### src/rtl/enc_host_pkg.sv
package enc_host_pkg;

    localparam int ADDR_W = 12;

    localparam logic [ADDR_W-1:0] A_SOFT_RST = 12'h100;
    localparam logic [ADDR_W-1:0] A_RST_DONE = 12'h104;
    localparam logic [ADDR_W-1:0] A_CMD      = 12'h114;
    localparam logic [ADDR_W-1:0] A_STS      = 12'h118;
    localparam logic [ADDR_W-1:0] A_FILL     = 12'h11C;
    localparam logic [ADDR_W-1:0] A_IRQ_ACK  = 12'h120;
    localparam logic [ADDR_W-1:0] A_ERR_ACK  = 12'h124;
    localparam logic [ADDR_W-1:0] A_ERR_LOC  = 12'h128;
    localparam logic [ADDR_W-1:0] A_ERR_EXT  = 12'h12C;
    localparam logic [ADDR_W-1:0] A_ERR_SEC  = 12'h130;
    localparam logic [ADDR_W-1:0] A_GATE     = 12'h148;
    localparam logic [ADDR_W-1:0] A_VER      = 12'h14C;

    localparam logic [7:0] CMD_ENCODE    = 8'h01;
    localparam logic [7:0] RC_QUEUE_FULL = 8'hF0;
    localparam logic [7:0] RC_BAD_CMD    = 8'hF1;

    typedef enum logic [0:0] {FR_HEAD, FR_DESC} front_state_t;
    typedef enum logic [1:0] {EN_IDLE, EN_WAIT_GATE, EN_RUN, EN_POST} eng_state_t;

endpackage

### src/rtl/enc_sync_fifo.sv
module enc_sync_fifo #(
    parameter int WIDTH = 24,
    parameter int DEPTH = 4,
    localparam int CW = $clog2(DEPTH + 1)
) (
    input  logic             clk,
    input  logic             rst_n,
    input  logic             flush,
    input  logic             push,
    input  logic [WIDTH-1:0] din,
    input  logic             pop,
    output logic [WIDTH-1:0] dout,
    output logic [CW-1:0]    count,
    output logic             full,
    output logic             empty
);
    localparam int AW = (DEPTH > 1) ? $clog2(DEPTH) : 1;
    localparam logic [AW-1:0] LAST = AW'(DEPTH - 1);

    logic [WIDTH-1:0] mem_q [DEPTH];
    logic [AW-1:0]    wr_q, rd_q;
    logic [CW-1:0]    cnt_q;

    function automatic logic [AW-1:0] step(input logic [AW-1:0] p);
        return (p == LAST) ? '0 : p + 1'b1;
    endfunction

    always_ff @(posedge clk) begin
        if (push) mem_q[wr_q] <= din;
    end

    always_ff @(posedge clk or negedge rst_n) begin
        if (!rst_n) begin
            wr_q  <= '0;
            rd_q  <= '0;
            cnt_q <= '0;
        end else if (flush) begin
            wr_q  <= '0;
            rd_q  <= '0;
            cnt_q <= '0;
        end else begin
            if (push) wr_q <= step(wr_q);
            if (pop)  rd_q <= step(rd_q);
            if (push && !pop)      cnt_q <= cnt_q + 1'b1;
            else if (pop && !push) cnt_q <= cnt_q - 1'b1;
        end
    end

    assign dout  = mem_q[rd_q];
    assign count = cnt_q;
    assign full  = (cnt_q == CW'(DEPTH));
    assign empty = (cnt_q == '0);

    assert_no_overflow_R5: assert property (@(posedge clk) disable iff (!rst_n)
        push |-> !full);
    assert_no_underflow_R7: assert property (@(posedge clk) disable iff (!rst_n)
        pop |-> !empty);

endmodule

### src/rtl/enc_cmd_front.sv
module enc_cmd_front
    import enc_host_pkg::*;
(
    input  logic        clk,
    input  logic        rst_n,
    input  logic        flush,
    input  logic        cmd_wr,
    input  logic [31:0] wdata,
    input  logic        cmd_full,
    output logic        cmd_push,
    output logic [23:0] cmd_ids,
    output logic        imm_push,
    output logic [31:0] imm_word
);
    front_state_t state_q, state_d;
    logic [31:0]  head_q;
    logic         second, type_ok;

    always_comb begin
        state_d = state_q;
        unique case (state_q)
            FR_HEAD: if (cmd_wr) state_d = FR_DESC;
            FR_DESC: if (cmd_wr) state_d = FR_HEAD;
        endcase
    end

    always_ff @(posedge clk or negedge rst_n) begin
        if (!rst_n) begin
            state_q <= FR_HEAD;
            head_q  <= '0;
        end else if (flush) begin
            state_q <= FR_HEAD;
        end else begin
            state_q <= state_d;
            if (cmd_wr && state_q == FR_HEAD) head_q <= wdata;
        end
    end

    always_comb begin
        second   = cmd_wr && (state_q == FR_DESC);
        type_ok  = (head_q[7:0] == CMD_ENCODE);
        cmd_ids  = head_q[31:8];
        cmd_push = second && type_ok && !cmd_full;
        imm_push = second && (!type_ok || cmd_full);
        imm_word = {head_q[31:8], type_ok ? RC_QUEUE_FULL : RC_BAD_CMD};
    end

    assert_pair_closes_R2: assert property (@(posedge clk) disable iff (!rst_n)
        (cmd_push || imm_push) |=> (state_q == FR_HEAD));

endmodule

### src/rtl/enc_task_engine.sv
module enc_task_engine
    import enc_host_pkg::*;
#(
    parameter int LAT = 4
) (
    input  logic        clk,
    input  logic        rst_n,
    input  logic        flush,
    input  logic        cmd_avail,
    input  logic [23:0] cmd_ids,
    input  logic        gate_on,
    output logic        cmd_pop,
    output logic        post_req,
    output logic [31:0] post_word,
    input  logic        post_grant,
    input  logic [7:0]  result_code
);
    localparam int CNTW = (LAT > 1) ? $clog2(LAT) : 1;

    eng_state_t      state_q, state_d;
    logic [CNTW-1:0] cnt_q;
    logic [23:0]     ids_q;

    always_comb begin
        state_d = state_q;
        unique case (state_q)
            EN_IDLE:      if (cmd_avail) state_d = gate_on ? EN_RUN : EN_WAIT_GATE;
            EN_WAIT_GATE: if (gate_on)   state_d = EN_RUN;
            EN_RUN:       if (cnt_q == '0) state_d = EN_POST;
            EN_POST:      if (post_grant) state_d = EN_IDLE;
        endcase
    end

    always_ff @(posedge clk or negedge rst_n) begin
        if (!rst_n) begin
            state_q <= EN_IDLE;
            cnt_q   <= '0;
            ids_q   <= '0;
        end else if (flush) begin
            state_q <= EN_IDLE;
            cnt_q   <= '0;
        end else begin
            state_q <= state_d;
            if (cmd_pop) begin
                ids_q <= cmd_ids;
                cnt_q <= CNTW'(LAT - 1);
            end else if (state_q == EN_RUN && cnt_q != '0) begin
                cnt_q <= cnt_q - 1'b1;
            end
        end
    end

    always_comb begin
        cmd_pop   = (state_q == EN_IDLE || state_q == EN_WAIT_GATE) && cmd_avail && gate_on;
        post_req  = (state_q == EN_POST);
        post_word = {ids_q, result_code};
    end

    assert_post_hold_R11: assert property (@(posedge clk) disable iff (!rst_n)
        (post_req && !post_grant && !flush) |=> (post_req && $stable(post_word[31:8])));
    assert_start_gated_R6: assert property (@(posedge clk) disable iff (!rst_n)
        (state_q == EN_WAIT_GATE && !gate_on && !flush) |=> (state_q == EN_WAIT_GATE));

endmodule

### src/rtl/enc_host_if.sv
module enc_host_if
    import enc_host_pkg::*;
#(
    parameter int          CMD_DEPTH  = 4,
    parameter int          STS_DEPTH  = 8,
    parameter int          LAT        = 4,
    parameter logic [15:0] VERSION_ID = 16'h0A21
) (
    input  logic              clk,
    input  logic              rst_n,
    input  logic [ADDR_W-1:0] bus_addr,
    input  logic              bus_we,
    input  logic              bus_re,
    input  logic [31:0]       bus_wdata,
    output logic [31:0]       bus_rdata,
    output logic              irq_status,
    output logic              irq_error,
    input  logic              inj_err_we,
    input  logic [1:0]        inj_err_sel,
    input  logic [31:0]       inj_err_val,
    input  logic [7:0]        inj_result
);
    localparam int CCW = $clog2(CMD_DEPTH + 1);
    localparam int SCW = $clog2(STS_DEPTH + 1);

    logic soft_rst, cmd_wr, ack_wr, err_ack_wr;
    logic cmd_push, imm_push, cmd_full, cmd_empty, eng_pop;
    logic [23:0] cmd_ids, cmd_head;
    logic [31:0] imm_word, post_word, sts_din, sts_head, fill_word;
    logic [CCW-1:0] cmd_count;
    logic [SCW-1:0] sts_count;
    logic post_req, post_grant, sts_push, sts_pop, sts_full, sts_empty;
    logic irq_q, done_q;
    logic [2:0]  gate_q;
    logic [31:0] err_q [3];

    assign soft_rst   = bus_we && (bus_addr == A_SOFT_RST);
    assign cmd_wr     = bus_we && (bus_addr == A_CMD);
    assign ack_wr     = bus_we && (bus_addr == A_IRQ_ACK) && bus_wdata[0];
    assign err_ack_wr = bus_we && (bus_addr == A_ERR_ACK) && bus_wdata[0];

    enc_cmd_front u_front (
        .clk(clk), .rst_n(rst_n), .flush(soft_rst), .cmd_wr(cmd_wr), .wdata(bus_wdata),
        .cmd_full(cmd_full), .cmd_push(cmd_push), .cmd_ids(cmd_ids),
        .imm_push(imm_push), .imm_word(imm_word)
    );

    enc_sync_fifo #(.WIDTH(24), .DEPTH(CMD_DEPTH)) u_cmd_q (
        .clk(clk), .rst_n(rst_n), .flush(soft_rst), .push(cmd_push), .din(cmd_ids),
        .pop(eng_pop), .dout(cmd_head), .count(cmd_count), .full(cmd_full), .empty(cmd_empty)
    );

    enc_task_engine #(.LAT(LAT)) u_engine (
        .clk(clk), .rst_n(rst_n), .flush(soft_rst), .cmd_avail(!cmd_empty), .cmd_ids(cmd_head),
        .gate_on(gate_q[0]), .cmd_pop(eng_pop), .post_req(post_req), .post_word(post_word),
        .post_grant(post_grant), .result_code(inj_result)
    );

    // A rejected pair owns the status FIFO write port; the engine waits a cycle.
    assign post_grant = !imm_push && !sts_full;
    assign sts_push   = (imm_push && !sts_full) || (post_req && post_grant);
    assign sts_din    = imm_push ? imm_word : post_word;
    assign sts_pop    = bus_re && (bus_addr == A_STS) && !sts_empty;

    enc_sync_fifo #(.WIDTH(32), .DEPTH(STS_DEPTH)) u_sts_q (
        .clk(clk), .rst_n(rst_n), .flush(soft_rst), .push(sts_push), .din(sts_din),
        .pop(sts_pop), .dout(sts_head), .count(sts_count), .full(sts_full), .empty(sts_empty)
    );

    always_ff @(posedge clk or negedge rst_n) begin
        if (!rst_n) begin
            irq_q  <= 1'b0;
            done_q <= 1'b0;
            gate_q <= '0;
            for (int i = 0; i < 3; i++) err_q[i] <= '0;
        end else begin
            if (soft_rst)      irq_q <= 1'b0;
            else if (sts_push) irq_q <= 1'b1;
            else if (ack_wr)   irq_q <= 1'b0;
            if (soft_rst) done_q <= 1'b1;
            if (bus_we && bus_addr == A_GATE) gate_q <= bus_wdata[2:0];
            if (err_ack_wr) for (int i = 0; i < 3; i++) err_q[i] <= '0;
            if (inj_err_we) begin
                case (inj_err_sel)
                    2'd0: err_q[0] <= inj_err_val;
                    2'd1: err_q[1] <= inj_err_val;
                    2'd2: err_q[2] <= inj_err_val;
                    default: ;
                endcase
            end
        end
    end

    assign irq_status = irq_q;
    assign irq_error  = (err_q[0] != '0) || (err_q[1] != '0) || (err_q[2] != '0);
    assign fill_word  = 32'(sts_count) & 32'h0000_000F;

    always_comb begin
        bus_rdata = '0;
        case (bus_addr)
            A_RST_DONE: bus_rdata = {31'b0, done_q};
            A_STS:      bus_rdata = sts_empty ? '0 : sts_head;
            A_FILL:     bus_rdata = fill_word;
            A_ERR_LOC:  bus_rdata = err_q[0];
            A_ERR_EXT:  bus_rdata = err_q[1];
            A_ERR_SEC:  bus_rdata = err_q[2];
            A_GATE:     bus_rdata = {29'b0, gate_q};
            A_VER:      bus_rdata = {16'b0, VERSION_ID};
            default:    bus_rdata = '0;
        endcase
    end

    assert_irq_set_R8: assert property (@(posedge clk) disable iff (!rst_n)
        (sts_push && !soft_rst) |=> irq_status);
    assert_irq_ack_R8: assert property (@(posedge clk) disable iff (!rst_n)
        (ack_wr && !sts_push) |=> !irq_status);
    assert_err_clear_R9: assert property (@(posedge clk) disable iff (!rst_n)
        (err_ack_wr && !inj_err_we) |=> !irq_error);
    assert_cmd_bound_R5: assert property (@(posedge clk) disable iff (!rst_n)
        cmd_count <= CCW'(CMD_DEPTH));
    assert_soft_flush_R10: assert property (@(posedge clk) disable iff (!rst_n)
        soft_rst |=> (sts_empty && !irq_status));

endmodule

### config.mk
export PLATFORM = sky130hd
export DESIGN_NAME = enc_host_if
export DESIGN_NICKNAME = d
export VERILOG_FILES = /design/src/rtl/enc_host_pkg.sv /design/src/rtl/enc_sync_fifo.sv /design/src/rtl/enc_cmd_front.sv /design/src/rtl/enc_task_engine.sv /design/src/rtl/enc_host_if.sv
export SDC_FILE = /design/constraint.sdc
export NUM_CORES = 1
export LEC_CHECK = 0
export ABC_AREA = 1
export ABC_CLOCK_PERIOD_IN_PS = 8200
export BUFFER_PORTS_ARGS = -buffer_cell sky130_fd_sc_hd__buf_2
export CORE_MARGIN = 1
export CORE_UTILIZATION = 35
export DETAILED_ROUTE_END_ITERATION = 6
export PLACE_DENSITY = 0.49
export SLEW_MARGIN = 10
export SYNTH_ARGS = -nofsm -noshare
export SYNTH_HDL_FRONTEND = slang
export SYNTH_SLANG_ARGS = --single-unit
### constraint.sdc
create_clock -name clk -period 8.2 [get_ports clk]
set_input_delay 0 -clock clk [delete_from_list [all_inputs] [get_ports clk]]
set_output_delay 0 -clock clk [all_outputs]
set_load 0.01 [all_outputs]
Word-level counts from Yosys, hierarchy flattened
Memories as Yosys holds them, arrays and structs flattened. A register that Yosys moved wholly into a read port is not among the register bits. Index checks and enable logic that the tools add are counted.

$add $sub $neg: 9. Equal/unequal tests: 28. Muxes and demuxes: 48. Bitwise operators: 2. Reductions and logical operators: 60.

Operator list (count): $pmux 32 s8 (1); $mux 96 (2); $mux 32 (5); $eq 12x9->1 const B (12); $reduce_bool 32->1 (3); $mux 2 (15); $mux 3 (9); $logic_and 1x1->1 (24); $mux 4 (3); $reduce_bool 3->1 (4); $logic_not 1->1 (11); $mux 1 (11); $eq 2x2->1 const B (5); $reduce_bool 2->1 (5); $add 3x1->3 const B (3); $eq 3x3->1 const B (3); $eq 8x1->1 const B (1); $pmux 2 s4 (1); $logic_not 2->1 (3); $ne 3x2->1 const B (2); $ne 3x3->1 const B (2); $logic_or 1x1->1 (5); $add 2x1->2 const B (2); $add 4x1->4 const B (1); 11 further kinds (14).

Register bits after elaboration: 155. RAM bits: 352. Bits of input ports: 91. Output and inout port bits: 34. Logic and storage cells: 165. Memories kept: 2.

Memory list: u_sts_q.mem_q (words 8, width 32, read ports 1, clocked after Yosys merged registers in 0, wr ports 1, line enc_sync_fifo.sv:20) `logic [WIDTH-1:0] mem_q [DEPTH];`; u_cmd_q.mem_q (words 4, width 24, read ports 1, clocked after Yosys merged registers in 1, wr ports 1, line enc_sync_fifo.sv:20).

Logic depth before layout (Yosys ltp)
Gate-level depths: netlist of the first run.

Depth after elaboration: 13. Depth in mapped cells: 19.

Modules after synthesis
A second synthesis of the first run with hierarchy kept.

Cells, all modules: 2694. Area total of the unflattened synthesis: 24618.6 um2.

By module, submodules not included: enc_sync_fifo at u_sts_q (instances 1, cells an instance 1192, area each 11651.2 um2, sequential area each 7937.6 um2); enc_host_if (instances 1, cells an instance 835, area each 5773.0 um2, sequential area each 2527.4 um2); enc_sync_fifo at u_cmd_q (instances 1, cells an instance 290, area each 3986.3 um2, sequential area each 3057.9 um2); enc_cmd_front (instances 1, cells an instance 214, area each 1791.7 um2, sequential area each 825.8 um2); enc_task_engine (instances 1, cells an instance 163, area each 1416.4 um2, sequential area each 700.7 um2).

Least setup slack after synthesis of the first run
OpenSTA, ideal clock, no wires.

Path kind: input -> register. From: in bus_addr[7]. To: mem u_sts_q.mem_q[0][0] (enable). Setup time: 0.421 ns. Arrival time: 2.731 ns. Required time: 7.779 ns. Slack: 5.048 ns. Stages on the path: 11. Cells stage by stage: nor2_1 inv_1 nor2_2 and3_1 ha_1 nand2_2 nand2_2 nand2_1 inv_1 nand2_1 nor2_1.

Longest elaborated chain between the ends: 10.

Ends and longest elaborated chain: start: declaration (line enc_host_if.sv:11) `input logic [ADDR_W-1:0] bus_addr,`; $eq 12x9->1 * (line enc_host_if.sv:38) `assign cmd_wr = bus_we && (bus_addr == A_CMD);`; $logic_and 1x1->1 * (line enc_host_if.sv:38); $logic_and 1x1->1 * (line enc_cmd_front.sv:40) `second = cmd_wr && (state_q == FR_DESC);`; $logic_and 1x1->1 * (line enc_cmd_front.sv:44) `imm_push = second && (!type_ok || cmd_full);`; $logic_not 1->1 (line enc_host_if.sv:60) `assign post_grant = !imm_push && !sts_full;`; $logic_and 1x1->1 (line enc_host_if.sv:60); $logic_and 1x1->1 (line enc_host_if.sv:61) `assign sts_push = (imm_push && !sts_full) || (post_req && post_grant);`; $logic_or 1x1->1 * (line enc_host_if.sv:61); $mux 1 * (line enc_sync_fifo.sv:29) `if (push) mem_q[wr_q] <= din;`; $mux 1 (not written as such) * (line enc_sync_fifo.sv:29); end: declaration (line enc_sync_fifo.sv:20).

Every way passes the cells marked *; elsewhere a longest branch is shown, timed or not.

Final worst setup path of the first run
From: reg u_sts_q.rd_q[0]. To: out bus_rdata[16].

Longest elaborated chain between the ends: 3.

Ends and longest elaborated chain: start: declaration (line enc_sync_fifo.sv:21) `logic [AW-1:0] wr_q, rd_q;`; start signal: assignment (line enc_sync_fifo.sv:43) `if (pop) rd_q <= step(rd_q);`; $mem_v2 8x32; $mux 32 (line enc_host_if.sv:102) `A_STS: bus_rdata = sts_empty ? '0 : sts_head;`; $pmux 32 s8 (line enc_host_if.sv:100) `case (bus_addr)`; end: declaration (line enc_host_if.sv:15) `output logic [31:0] bus_rdata,`.

Every way passes these cells.

==> results of run 1 <==
-- layout make-up --
type	instances	share of cell area
clock buffers	78	0.0578
inverters	112	0.0160
well taps	846	0.0399
clock inverters	28	0.00966
flip-flops and latches	531	0.567
repair buffers	230	0.0612
multi-input cells	1205	0.248
-- layer usage --
metal / share of wire / track usage / wire length (um) / up-vias
li1: - / - / - / 7387
met1: 0.46 / 0.264 / 28400 / 7809
met2: 0.48 / 0.313 / 29600 / 380
met3: 0.040 / 0.0239 / 2500 / 87
met4: 0.025 / 0.0601 / 1570 / 0
met5: 0 / 0 / 0 / -
-- registers in the layout, summed over array words and instances, names as in the netlist --
register,cells
err_q,96
u_sts_q.rd_q,3
u_cmd_q.mem_q,96
u_front.head_q,32
u_engine.state_q,2
u_engine.cnt_q,2
u_cmd_q.count,3
u_cmd_q.wr_q,2
done_q,1
u_cmd_q.rd_q,2
u_sts_q.wr_q,3
u_front.state_q,1
u_sts_q.mem_q,256
u_engine.ids_q,24
gate_q,3
irq_status,1
u_sts_q.count,4
-- final timing paths --
kind,from,to,slack (ns),cells after the start
worst max register to register,u_cmd_q.count[0]$_DFFE_PN0P_,u_sts_q.mem_q[0][7]$_DFFE_PP_,5.30,11
worst max-delay path,u_sts_q.rd_q[0]$_DFFE_PN0P_,bus_rdata[16],4.35,7
max in group asynchronous,rst_n,err_q[21]$_DFF_PN0_,6.42,3
min in group asynchronous,rst_n,u_front.head_q[5]$_DFFE_PN0P_,0.08,2
worst min-delay path,bus_addr[1],u_sts_q.rd_q[1]$_DFFE_PN0P_,0.04,7
worst min register to register,u_front.head_q[0]$_DFFE_PN0P_,u_front.head_q[0]$_DFFE_PN0P_,0.49,2
-- cells in the final DEF, fill, tap and decap left out, types with 5 or more instances in the layout --
cell type,count
sky130_fd_sc_hd__dfrtp_1,177
sky130_fd_sc_hd__mux2_2,27
sky130_fd_sc_hd__a21oi_1,10
sky130_fd_sc_hd__or2_2,6
sky130_fd_sc_hd__o22ai_1,25
sky130_fd_sc_hd__o211ai_1,21
sky130_fd_sc_hd__buf_4,25
sky130_fd_sc_hd__clkinv_1,8
sky130_fd_sc_hd__nor4_1,24
sky130_fd_sc_hd__dlygate4sd3_1,81
sky130_fd_sc_hd__buf_2,123
sky130_fd_sc_hd__clkbuf_16,57
sky130_fd_sc_hd__nand2_1,207
sky130_fd_sc_hd__edfxtp_1,352
sky130_fd_sc_hd__mux2_4,19
sky130_fd_sc_hd__inv_2,6
sky130_fd_sc_hd__ha_1,18
sky130_fd_sc_hd__nand4_1,35
sky130_fd_sc_hd__nor2_4,12
sky130_fd_sc_hd__o21ai_1,23
sky130_fd_sc_hd__nand3_1,189
sky130_fd_sc_hd__clkinv_2,15
sky130_fd_sc_hd__nor2_1,235
sky130_fd_sc_hd__o2111ai_1,5
sky130_fd_sc_hd__inv_1,102
sky130_fd_sc_hd__o21ai_0,264
sky130_fd_sc_hd__nor2_2,5
sky130_fd_sc_hd__clkbuf_1,18
sky130_fd_sc_hd__o221ai_1,42
-- timing repair --
action / CTS / global route
hold buffers: 81 / 0
hold endpoints to repair: 296 / 0
setup buffers: 0 / 0
-- cells by family (layout without fill, tap and decap cells) --
| kind of cell | Yosys count | after routing | synth area share |
|---|---|---|---|
| AO/OA/AOI/OAI | 398 | 398 | 0.101 |
| buffers and inverters | 229 | 448 | 0.0411 |
| multiplexers | 48 | 48 | 0.0272 |
| XOR/XNOR | 3 | 3 | 0.00117 |
| AND/OR/NAND/NOR | 736 | 736 | 0.147 |
| flip-flops | 531 | 531 | 0.670 |
| adder cells (fa/ha/maj) | 20 | 20 | 0.0118 |
-- through the flow --
stage	instance area, um2	hold slack (ns)	util	power (mW)	setup WS, ns
after CTS	26500	0.00759	0.420	6.16	4.30
after floorplan	22500	-0.296	-	3.44	5.05
after global placement	23900	0.207	0.379	3.61	4.97
final	26500	0.0404	0.420	6.09	4.35
after detailed placement	23900	0.212	0.379	3.63	4.94
after global routing	26500	0.0699	0.420	6.34	4.02
-- power groups by stage --
stage	Sequential, mW	Clock (mW)	Combinational (mW)
after floorplan	3.12	0	0.313
after global placement	3.15	0	0.461
after detailed placement	3.16	0	0.474
after CTS	3.10	2.55	0.505
after global routing	3.12	2.65	0.570
final	3.11	2.49	0.497
-- worst max-delay path, stage by stage (launching register included) --
cell	delay, ns
sky130_fd_sc_hd__dfrtp_4	0.77
sky130_fd_sc_hd__clkinv_2	0.64
sky130_fd_sc_hd__buf_4	0.62
sky130_fd_sc_hd__o21ai_0	0.28
sky130_fd_sc_hd__o221ai_1	0.12
sky130_fd_sc_hd__nand3_1	0.39
sky130_fd_sc_hd__o2111ai_1	0.19
sky130_fd_sc_hd__buf_2	0.18
==> reports/results.env, run 1 <==
DRT_PRE_ANTENNA_ITERS=5
TIMING.SETUP.CRITICAL_PATH_CLASS='reg -> out'
DIE_WIDTH_UM=255
POWER_DENSITY_nW_PER_UM2=230
MULTI_INPUT_COMB_AREA_UM2=6590
DRT_FIRST_ITER_VIOLATIONS=1273
MAX-CLOCK-PATH-BUFFERS=3
DPL.CELL_COUNT=2843
PATH_MAX_FANOUT=90
GLOBAL_ROUTE_WIRE_LENGTH_BEFORE_REPAIR_UM=94500
SYN_AREA_UM2=22500
ACCUMULATED_NEGATIVE_SETUP_SLACK_NS=0
DRC_VIOLATIONS=0
DOMINANT_CELLS_BY_AREA_AFTER_SYNTHESIS='sky130_fd_sc_hd__edfxtp_1 47%, sky130_fd_sc_hd__dfrtp_1 20%, sky130_fd_sc_hd__o21ai_0 5.9%'
SEQ_POWER_SHARE=0.510
POWER.IR.VDD_WORST_V=0.000193
SYNTH_SEQ_CELLS=531
INITIAL_ANTENNA_VIOLATION_COUNT=1
FP.DIEH_UM=255
FINALCRITPERIODSHARE=0.469
MAX-SLEW-MARGIN-REL=0.282
HTREEDEPTH=2
LARGEST_CLOCK_SKEW_IN_THE_FINAL_DESIGN_NS=0.0470
POSTSYNTH.TOPFLOPCELL='sky130_fd_sc_hd__edfxtp_1'
FF_LATCH_AREA_UM2=15100
YOSYSWARNINGCOUNT=0
YS_TOP_CELLS_BY_COUNT='352 x sky130_fd_sc_hd__edfxtp_1, 264 x sky130_fd_sc_hd__o21ai_0, 247 x sky130_fd_sc_hd__nor2_1, 207 x sky130_fd_sc_hd__nand2_1, 192 x sky130_fd_sc_hd__nand3_1'
CLOCKROOTBUFFER='sky130_fd_sc_hd__clkbuf_16'
POSTROUTEANTENNANETS=0
REPORT.FINAL.HOLD_VIOL_COUNT=0
CLOCK_LATENCY_NS=0.63
YOSYSUNIQUECELLTYPES=50
CLK_PIN_SLEW_WORST_PATHS_NS=0.06
DESIGN.DIE.AREA_UM2=65200
CLOCK_TREE_FROM_TRITONCTS='built'
AVGSYNTHCELLAREA_UM2=11.4
WL_PER_CELL_UM=20.5
INITIAL_UTILIZATION=0.355
SETUP.WORST_PATH.START_CLASS='flop'
VIASPERCELL=5.17
PLACE.PORT_BUFFERS=124
GP_CONGESTION=0.839
CORE_UM2=63200
GRT_START_MAX_NET_PINS=101
COMB_PWR_SHARE=0.082
ASYNCSETRESETFLOPFRACSYNTH=0.337
GR-TOTAL-OVERFLOW=0
POSTCTSRESIZEDCELLS=0
SEQ_AREA_FRAC_SYNTH=0.670
NUM_ROWS=92
POWER.SHARE.SWITCHING=0.247
NON_FILLER_INSTANCE_COUNT_AFTER_LAYOUT=3030
ROUTE.FINAL.WIRE_LENGTH_UM=62100
GRT_SETUP_UNREPAIRED='false'
MINIMUM_CLOCK_PERIOD_AFTER_LAYOUT_NS=3.85
CTS.SINKS=531
POWER_LEAKAGE_nW=11.0
DRV_CAP=0
IO-PIN-COUNT=125
PINS_OVER_THEIR_SLEW_LIMIT=0
POWER_SHARE_OF_THE_CLOCK_GROUP=0.408
FINISH.NET_COUNT=2248
NUMCTSBUFFERS=57
VIA_COUNT_OF_THE_FIRST_GLOBAL_ROUTING_PASS=15300
SETUP.WORST_PATH.END_CLASS='output pin'
WORST-ENDPOINT-ARRIVAL_NS=3.85
HP-CLASS='in -> reg'
SYNTH_FP_NETS=2076
OUTCOME='finished clean'
YOSYS.AREA.TOP_TYPE='sky130_fd_sc_hd__edfxtp_1'
GRT.TOTAL_USAGE=0.191
SYNTH_MOST_COMMON_CELL='sky130_fd_sc_hd__edfxtp_1'
CLOCK.FMAX_MHz=260
CRITPATHREQUIREDTIME_NS=8.20
POST_ROUTE_CELLS_DRIVE_ABOVE_1_SHARE=0.149
ROUTED-VIA-COUNT=15700
AREA_GROWTH_PCT=18.2
P_INT_mW=4.59
FINAL-SETUP-VIOL-COUNT=0
NUM_ANTENNA_CELLS=0
SYNTHCELLS=1965
FILLERINSTANCES=5989
NUMBER_OF_SYNTHESIZED_FLOPS_WITH_AN_ENABLE_PIN=352
SWITCHINGPOWER_mW=1.50
SLEW_OF_THE_PIN_WITH_THE_LOWEST_SLEW_MARGIN_NS=1.08
DETAILEDPLACEMENTHPWL_UM=36900
POST-SYNTH-TOP-AREA-FRACTION=0.471
Note: power is estimated with default switching activity, not from simulation.
==> run 2: changes to the inputs <==
Settings changed: ABC_CLOCK_PERIOD_IN_PS 8200 to 3700.
Clock period 8.2 ns to 3.7 ns, I/O delays scaled along.
==> run 2 against run 1 <==
Compared with the run above:
- sequential share of layout area fell by 1.1 points
- clock power rose by 150%
- combinational power grew 130%
- hold slack better by 0.011 ns
- die area did not move
- sequential power increased by 120%
- wire length up 0.21%
- cell count up 0.63%
- flip-flop and latch count unchanged
- design area is 1.9% higher
- non-clock buffer count is 16 higher
- largest cell class unchanged
- highest routed layer is now met5
==> reports/results.env, run 2 (synthesis gave the netlist of run 1 again) <==
OUTCOME='finished clean'  # unchanged
TIMING.HOLD.WORST_PATH_DEPTH=9  # was 7
POWER_DENSITY_nW_PER_UM2=525  # was 230 nW/um2
DRV_CAP=0  # unchanged
GRT_START_MAX_NET_PINS=105  # was 101
DIE_WIDTH_UM=255  # unchanged
FINAL-SETUP-VIOL-COUNT=0  # unchanged
CLOCK_LATENCY_NS=0.61  # was 0.63 ns
CRITICAL_PATH_BUF_INV_COUNT=3  # unchanged
FINISH.NET_COUNT=2264  # was 2248
NUMCTSBUFFERS=57  # unchanged
CLOCK_TREE_FROM_TRITONCTS='built'  # unchanged
HP-CLASS='in -> reg'  # unchanged
MOST_COMMON_CELL_AFTER_LAYOUT_FILL_AND_TAPS_ASIDE='sky130_fd_sc_hd__edfxtp_1'  # unchanged
INITIAL_UTILIZATION=0.355  # unchanged
LARGEST_CLOCK_SKEW_IN_THE_FINAL_DESIGN_NS=0.0182  # was 0.0470 ns
PATH_MAX_FANOUT=27  # was 90
DRT_FIRST_ITER_VIOLATIONS=1161  # was 1273
R2R_CELLS=13  # was 11
CLOCK.FMAX_MHz=330
CLOCKROOTBUFFER='sky130_fd_sc_hd__clkbuf_16'  # unchanged
HTREEDEPTH=2  # unchanged
SETUP.WORST_PATH.END_CLASS='output pin'  # unchanged
GRT.TOTAL_USAGE=0.193  # was 0.191
ROUTE.FINAL.WIRE_LENGTH_UM=62200  # was 62100 um
SWITCHINGPOWER_mW=3.32  # was 1.50 mW
CLK_PIN_SLEW_WORST_PATHS_NS=0.06  # about the same
REPORT.FINAL.HOLD_VIOL_COUNT=0  # unchanged
VIASPERCELL=5.14  # was 5.17
POWER.SHARE.SWITCHING=0.234  # was 0.247
TIMING.CRITICAL_PATH.DEPTH=7  # unchanged
FILLERINSTANCES=5946  # was 5989
GR-TOTAL-OVERFLOW=0  # unchanged
GRT_SETUP_UNREPAIRED='false'  # unchanged
COMB_PWR_SHARE=0.079  # was 0.082
WORST-ENDPOINT-ARRIVAL_NS=3.03  # was 3.85 ns
IO-PIN-COUNT=125  # unchanged
GLOBAL_ROUTE_WIRE_LENGTH_BEFORE_REPAIR_UM=94600  # was 94500 um
ACCUMULATED_NEGATIVE_SETUP_SLACK_NS=0  # unchanged
DRT_PRE_ANTENNA_ITERS=5  # unchanged
ROUTED-VIA-COUNT=15700  # about the same
WL_PER_CELL_UM=20.4  # was 20.5 um
POSTROUTEANTENNANETS=0  # unchanged
PLACE.PORT_BUFFERS=124  # unchanged
POWER_SHARE_OF_THE_CLOCK_GROUP=0.436  # was 0.408
MINIMUM_CLOCK_PERIOD_AFTER_LAYOUT_NS=3.03
CRIT_SLOWEST_CELL='sky130_fd_sc_hd__dfrtp_2'  # was sky130_fd_sc_hd__dfrtp_4
TIMING.SETUP.CRITICAL_PATH_CLASS='reg -> out'  # unchanged
MOSTFREQUENTLAYOUTCELLS='352 x sky130_fd_sc_hd__edfxtp_1, 264 x sky130_fd_sc_hd__o21ai_0, 235 x sky130_fd_sc_hd__nor2_1, 207 x sky130_fd_sc_hd__nand2_1, 189 x sky130_fd_sc_hd__nand3_1'  # unchanged
CRIT_FAMILY='buffers and inverters'  # unchanged
DRC_VIOLATIONS=0  # unchanged
MAX-CLOCK-PATH-BUFFERS=3  # unchanged
DETAILEDPLACEMENTHPWL_UM=38200  # was 36900 um
FINALCRITPERIODSHARE=0.818
DESIGN.DIE.AREA_UM2=65200  # unchanged
CORE_UM2=63200  # unchanged
CTS.REPAIR_TIMING.SETUP_BUFFER_COUNT=0  # unchanged
BIGGESTREGSBYFLOPS='u_sts_q.mem_q: 256 flops, err_q: 96 flops, u_cmd_q.mem_q: 96 flops'  # unchanged
AREA_GROWTH_PCT=20.4  # was 18.2%
POST_ROUTE_CELLS_DRIVE_ABOVE_1_SHARE=0.159  # was 0.149
MAX_FLOP_REGISTER='u_sts_q.mem_q'  # unchanged
FF_LATCH_AREA_UM2=15100  # unchanged
LARGEST_REG_FLOPS=256  # unchanged
NUM_ROWS=92  # unchanged
VIA_COUNT_OF_THE_FIRST_GLOBAL_ROUTING_PASS=15400  # was 15300
CRITICAL_PATH.CELL_CHAIN='inv_1, buf_4, o21ai_0, o221ai_1, nand3_1, nand4_1, buf_2'  # was clkinv_2, buf_4, o21ai_0, o221ai_1, nand3_1, o2111ai_1, buf_2
SEQ_POWER_SHARE=0.485  # was 0.510
POWER.TOTAL_mW=14.2  # was 6.09 mW
MAX-SLEW-MARGIN-REL=0.307  # was 0.282
SETUP.WORST_PATH.START_CLASS='flop'  # unchanged
INITIAL_ANTENNA_VIOLATION_COUNT=4  # was 1
SLEW_OF_THE_PIN_WITH_THE_LOWEST_SLEW_MARGIN_NS=1.04  # was 1.08 ns
CRITPATHREQUIREDTIME_NS=3.70  # was 8.20 ns
POWER.IR.VDD_WORST_V=0.000378  # was 0.000193 V
POWER_LEAKAGE_nW=11.2  # was 11.0 nW
PINS_OVER_THEIR_SLEW_LIMIT=0  # unchanged
CRITICAL_PATH.MAX_STAGE_DELAY_NS=0.61  # was 0.77 ns
GP_CONGESTION=0.803  # was 0.839
CTS.SINKS=531  # unchanged
FP.DIEH_UM=255  # unchanged
MULTI_INPUT_COMB_AREA_UM2=6580  # was 6590 um2
P_INT_mW=10.9  # was 4.59 mW
-- run 2: timing repair --
item / CTS / global route
gates resized for setup: 0 / 0
endpoints found under the hold margin: 284 / 0
hold buffers: 82 / 0
-- run 2: worst paths after layout --
check / startpoint / to / slack, ns
setup / recovery: u_sts_q.rd_q[1]$_DFFE_PN0P_ / bus_rdata[31] / 0.67
hold / removal: bus_addr[2] / u_sts_q.count[3]$_DFFE_PN0P_ / 0.05
setup reg to reg: u_engine.state_q[1]$_DFFE_PN0P_ / u_cmd_q.count[2]$_DFFE_PN0P_ / 1.16
hold reg to reg: done_q$_DFFE_PN0P_ / done_q$_DFFE_PN0P_ / 0.50
max in group asynchronous: rst_n / err_q[61]$_DFF_PN0_ / 2.49
min in group asynchronous: rst_n / u_front.head_q[7]$_DFFE_PN0P_ / 0.06
-- run 2: cell type report --
cell class                      count  area share
Sequential cell                   531       0.557
Antenna cell                        2    0.000185
Tap cell                          846      0.0391
Inverter                          112      0.0157
Multi-Input combinational cell   1205       0.243
Clock inverter                     33      0.0171
Timing Repair Buffer              246      0.0693
Clock buffer                       74      0.0588
-- run 2: worst min-delay path, delay by kind of cell --
kind                   cells  cell delay (ns)
AND/OR/NAND/NOR            8             0.53
buffers and inverters      1             0.09
-- run 2: through the flow --
step / setup slack, ns / std cells / hold slack, ns / instance area (um2) / util
after CTS: 0.580 / 3047 / 0.0187 / 27000 / 0.428
after floorplan: 0.548 / 1965 / -0.296 / 22500 / -
after detailed placement: 0.901 / 2858 / 0.183 / 24200 / 0.382
final: 0.673 / 3049 / 0.0517 / 27000 / 0.428
after global placement: 0.892 / 2858 / 0.189 / 24200 / 0.382
after global routing: 0.530 / 3047 / 0.0913 / 27000 / 0.428
-- run 2: power groups by stage --
| stage | Sequential, mW | Combinational [mW] | Clock [mW] |
|---|---|---|---|
| 5_1_grt | 6.92 | 1.27 | 6.54 |
| 4_1_cts | 6.88 | 1.15 | 6.33 |
| 3_3_place_gp | 6.99 | 1.05 | 0 |
| 6_report | 6.88 | 1.13 | 6.18 |
| 3_5_place_dp | 7.00 | 1.08 | 0 |
| 2_1_floorplan | 6.92 | 0.693 | 0 |
-- run 2: layer usage --
metal | global-route usage | part of all wire | vias up
li1 | - | - | 7449
met1 | 0.257 | 0.44 | 7752
met2 | 0.316 | 0.48 | 353
met3 | 0.0297 | 0.048 | 112
met4 | 0.0751 | 0.035 | 4
met5 | 0 | 0.00042 | -
==> run 3: changes to the inputs <==
Settings changed: ABC_CLOCK_PERIOD_IN_PS 3700 to 2900.
Clock period 3.7 ns to 2.9 ns, I/O delays scaled along.
==> run 3 against run 2 <==
Compared with the run above:
- setup slack lost 0.50 ns
- non-clock buffer count grew 13
- global-route usage grew 0.28 points
- power grew 24%
- flip-flop and latch count is the same
- largest cell class unchanged
==> reports/results.env, run 3 (synthesis gave the netlist of run 1 again) <==
OUTCOME='finished clean'  # unchanged
GRT.TOTAL_USAGE=0.196  # was 0.193
DRV_CAP=0  # unchanged
REPORT.FINAL.HOLD_VIOL_COUNT=0  # unchanged
POSTROUTEANTENNANETS=0  # unchanged
BIGGESTREGSBYFLOPS='u_sts_q.mem_q: 256 flops, err_q: 96 flops, u_cmd_q.mem_q: 96 flops'  # unchanged
LARGEST_REG_FLOPS=256  # unchanged
MOST_COMMON_CELL_AFTER_LAYOUT_FILL_AND_TAPS_ASIDE='sky130_fd_sc_hd__edfxtp_1'  # unchanged
SLEW_OF_THE_PIN_WITH_THE_LOWEST_SLEW_MARGIN_NS=0.986  # was 1.04 ns
CTS.REPAIR_TIMING.SETUP_BUFFER_COUNT=0  # unchanged
GLOBAL_ROUTE_WIRE_LENGTH_BEFORE_REPAIR_UM=95300  # was 94600 um
DRT_FIRST_ITER_VIOLATIONS=1184  # was 1161
INITIAL_UTILIZATION=0.355  # unchanged
DIE_WIDTH_UM=255  # unchanged
PINS_OVER_THEIR_SLEW_LIMIT=0  # unchanged
GP_CONGESTION=0.820  # was 0.803
PLACE.PORT_BUFFERS=124  # unchanged
AREA_GROWTH_PCT=20.6  # was 20.4%
MAX-SLEW-MARGIN-REL=0.341  # was 0.307
LARGEST_CLOCK_SKEW_IN_THE_FINAL_DESIGN_NS=0.0300  # was 0.0182 ns
ROUTE.FINAL.WIRE_LENGTH_UM=62800  # was 62200 um
CLOCK_TREE_FROM_TRITONCTS='built'  # unchanged
CRITPATHREQUIREDTIME_NS=2.90  # was 3.70 ns
TIMING.SETUP.CRITICAL_PATH_CLASS='reg -> out'  # unchanged
DESIGN.DIE.AREA_UM2=65200  # unchanged
POST-ROUTE-UTIL=0.428  # about the same
ROUTED-VIA-COUNT=15700  # about the same
SETUP.WORST_PATH.START_CLASS='flop'  # unchanged
SETUP.WORST_PATH.END_CLASS='output pin'  # unchanged
INITIAL_ANTENNA_VIOLATION_COUNT=1  # was 4
FINALCRITPERIODSHARE=0.939
CTS.SINKS=531  # unchanged
MAX_FLOP_REGISTER='u_sts_q.mem_q'  # unchanged
GRT_SETUP_UNREPAIRED='false'  # unchanged
NUM_ROWS=92  # unchanged
MINIMUM_CLOCK_PERIOD_AFTER_LAYOUT_NS=2.72
WORST-ENDPOINT-ARRIVAL_NS=2.72  # was 3.03 ns
CLOCK.FMAX_MHz=367
HTREEDEPTH=2  # unchanged
POWER_LEAKAGE_nW=11.2  # about the same
FINISH.NET_COUNT=2279  # was 2264
GR-TOTAL-OVERFLOW=0  # unchanged
NUMCTSBUFFERS=59  # was 57
POST_ROUTE_CELLS_DRIVE_ABOVE_1_SHARE=0.159  # about the same
HP-CLASS='in -> reg'  # unchanged
MOSTFREQUENTLAYOUTCELLS='352 x sky130_fd_sc_hd__edfxtp_1, 264 x sky130_fd_sc_hd__o21ai_0, 235 x sky130_fd_sc_hd__nor2_1, 207 x sky130_fd_sc_hd__nand2_1, 189 x sky130_fd_sc_hd__nand3_1'  # unchanged
CLOCKROOTBUFFER='sky130_fd_sc_hd__clkbuf_16'  # unchanged
VIA_COUNT_OF_THE_FIRST_GLOBAL_ROUTING_PASS=15700  # was 15400
CORE_UM2=63200  # unchanged
CLOCK_LATENCY_NS=0.63  # was 0.61 ns
PATH_MAX_FANOUT=64  # was 27
MAX-CLOCK-PATH-BUFFERS=3  # unchanged
FP.DIEH_UM=255  # unchanged
FF_LATCH_AREA_UM2=15100  # unchanged
MULTI_INPUT_COMB_AREA_UM2=6580  # unchanged
WL_PER_CELL_UM=20.5  # was 20.4 um
DETAILEDPLACEMENTHPWL_UM=38800  # was 38200 um
FILLERINSTANCES=5912  # was 5946
POWER.IR.VDD_WORST_V=0.000468  # was 0.000378 V
POWER.TOTAL_mW=17.6  # was 14.2 mW
POWER_DENSITY_nW_PER_UM2=648  # was 525 nW/um2
VIASPERCELL=5.12  # was 5.14
IO-PIN-COUNT=125  # unchanged
DRT_PRE_ANTENNA_ITERS=5  # unchanged
GRT_START_MAX_NET_PINS=130  # was 105
DRC_VIOLATIONS=0  # unchanged
CLK_PIN_SLEW_WORST_PATHS_NS=0.06  # about the same
FINAL-SETUP-VIOL-COUNT=0  # unchanged
-- run 3: cell count changes in the layout (fill, tap and decap cells not counted), sizes merged --
cell | before | now
clkbuf | 74 | 72
bufinv | 11 | 6
dlygate4sd3 | 82 | 84
buf | 164 | 175
clkinvlp | 1 | 3
clkinv | 22 | 25
-- run 3: final cells by class --
class / instances / share of cell area
Clock buffer: 72 / 0.0571
Multi-Input combinational cell: 1205 / 0.243
Sequential cell: 531 / 0.556
Timing Repair Buffer: 259 / 0.0760
Clock inverter: 33 / 0.0130
Tap cell: 846 / 0.0391
Inverter: 112 / 0.0158
Antenna cell: 2 / 0.000185
-- run 3: stage by stage --
step           cell area, um2  hold slack [ns]  TNS (ns)  instances  worst slack (ns)
4_1_cts                 27100           0.0172         0       3058            0.0828
5_1_grt                 27100           0.0820         0       3058           0.00567
3_3_place_gp            24300           0.0386         0       2868             0.330
2_1_floorplan           22500           -0.296    -64.49       1965            -0.252
6_report                27100           0.0426         0       3060             0.176
3_5_place_dp            24300           0.0417         0       2868             0.263
-- run 3: timing repair --
item	CTS	global route
endpoints found under the hold margin	385	0
setup endpoints to repair	0	6
hold buffers	85	0
gates resized for setup	0	4
-- run 3: power breakdown --
group	switching, mW	internal [mW]
logic	0.904	0.561
clock network	3.01	4.31
registers	0.297	8.48
total	4.21	13.3
-- run 3: worst max-delay path, cell delays in order, from the launching register on --
cell and delay (ns):
sky130_fd_sc_hd__dfrtp_2 0.38, sky130_fd_sc_hd__buf_4 0.56, sky130_fd_sc_hd__o21ai_0 0.19, sky130_fd_sc_hd__o221ai_1 0.27, sky130_fd_sc_hd__nand3_1 0.28, sky130_fd_sc_hd__nand4_1 0.20, sky130_fd_sc_hd__buf_2 0.16
-- run 3: worst paths after layout --
| check | slack (ns) | endpoint | startpoint | cells after the start |
|---|---|---|---|---|
| max in group asynchronous | 2.04 | u_engine.ids_q[19]$_DFFE_PN0P_ | rst_n | 4 |
| hold / removal | 0.04 | u_cmd_q.wr_q[1]$_DFFE_PN0P_ | bus_addr[6] | 7 |
| min in group asynchronous | 0.50 | u_engine.state_q[0]$_DFFE_PN0P_ | rst_n | 4 |
| hold reg to reg | 0.49 | u_front.head_q[1]$_DFFE_PN0P_ | u_front.head_q[1]$_DFFE_PN0P_ | 2 |
| setup / recovery | 0.18 | bus_rdata[14] | u_sts_q.rd_q[1]$_DFFE_PN0P_ | 6 |
| setup reg to reg | 0.53 | u_sts_q.rd_q[2]$_DFFE_PN0P_ | u_sts_q.count[3]$_DFFE_PN0P_ | 6 |
-- run 3: layer usage --
layer  wire (um)  up-vias  global-route usage
li1            -     7473                   -
met1       28300     7747               0.267
met2       30100      354               0.324
met3        2760       93              0.0246
met4        1670        0              0.0635
met5           0        -                   0
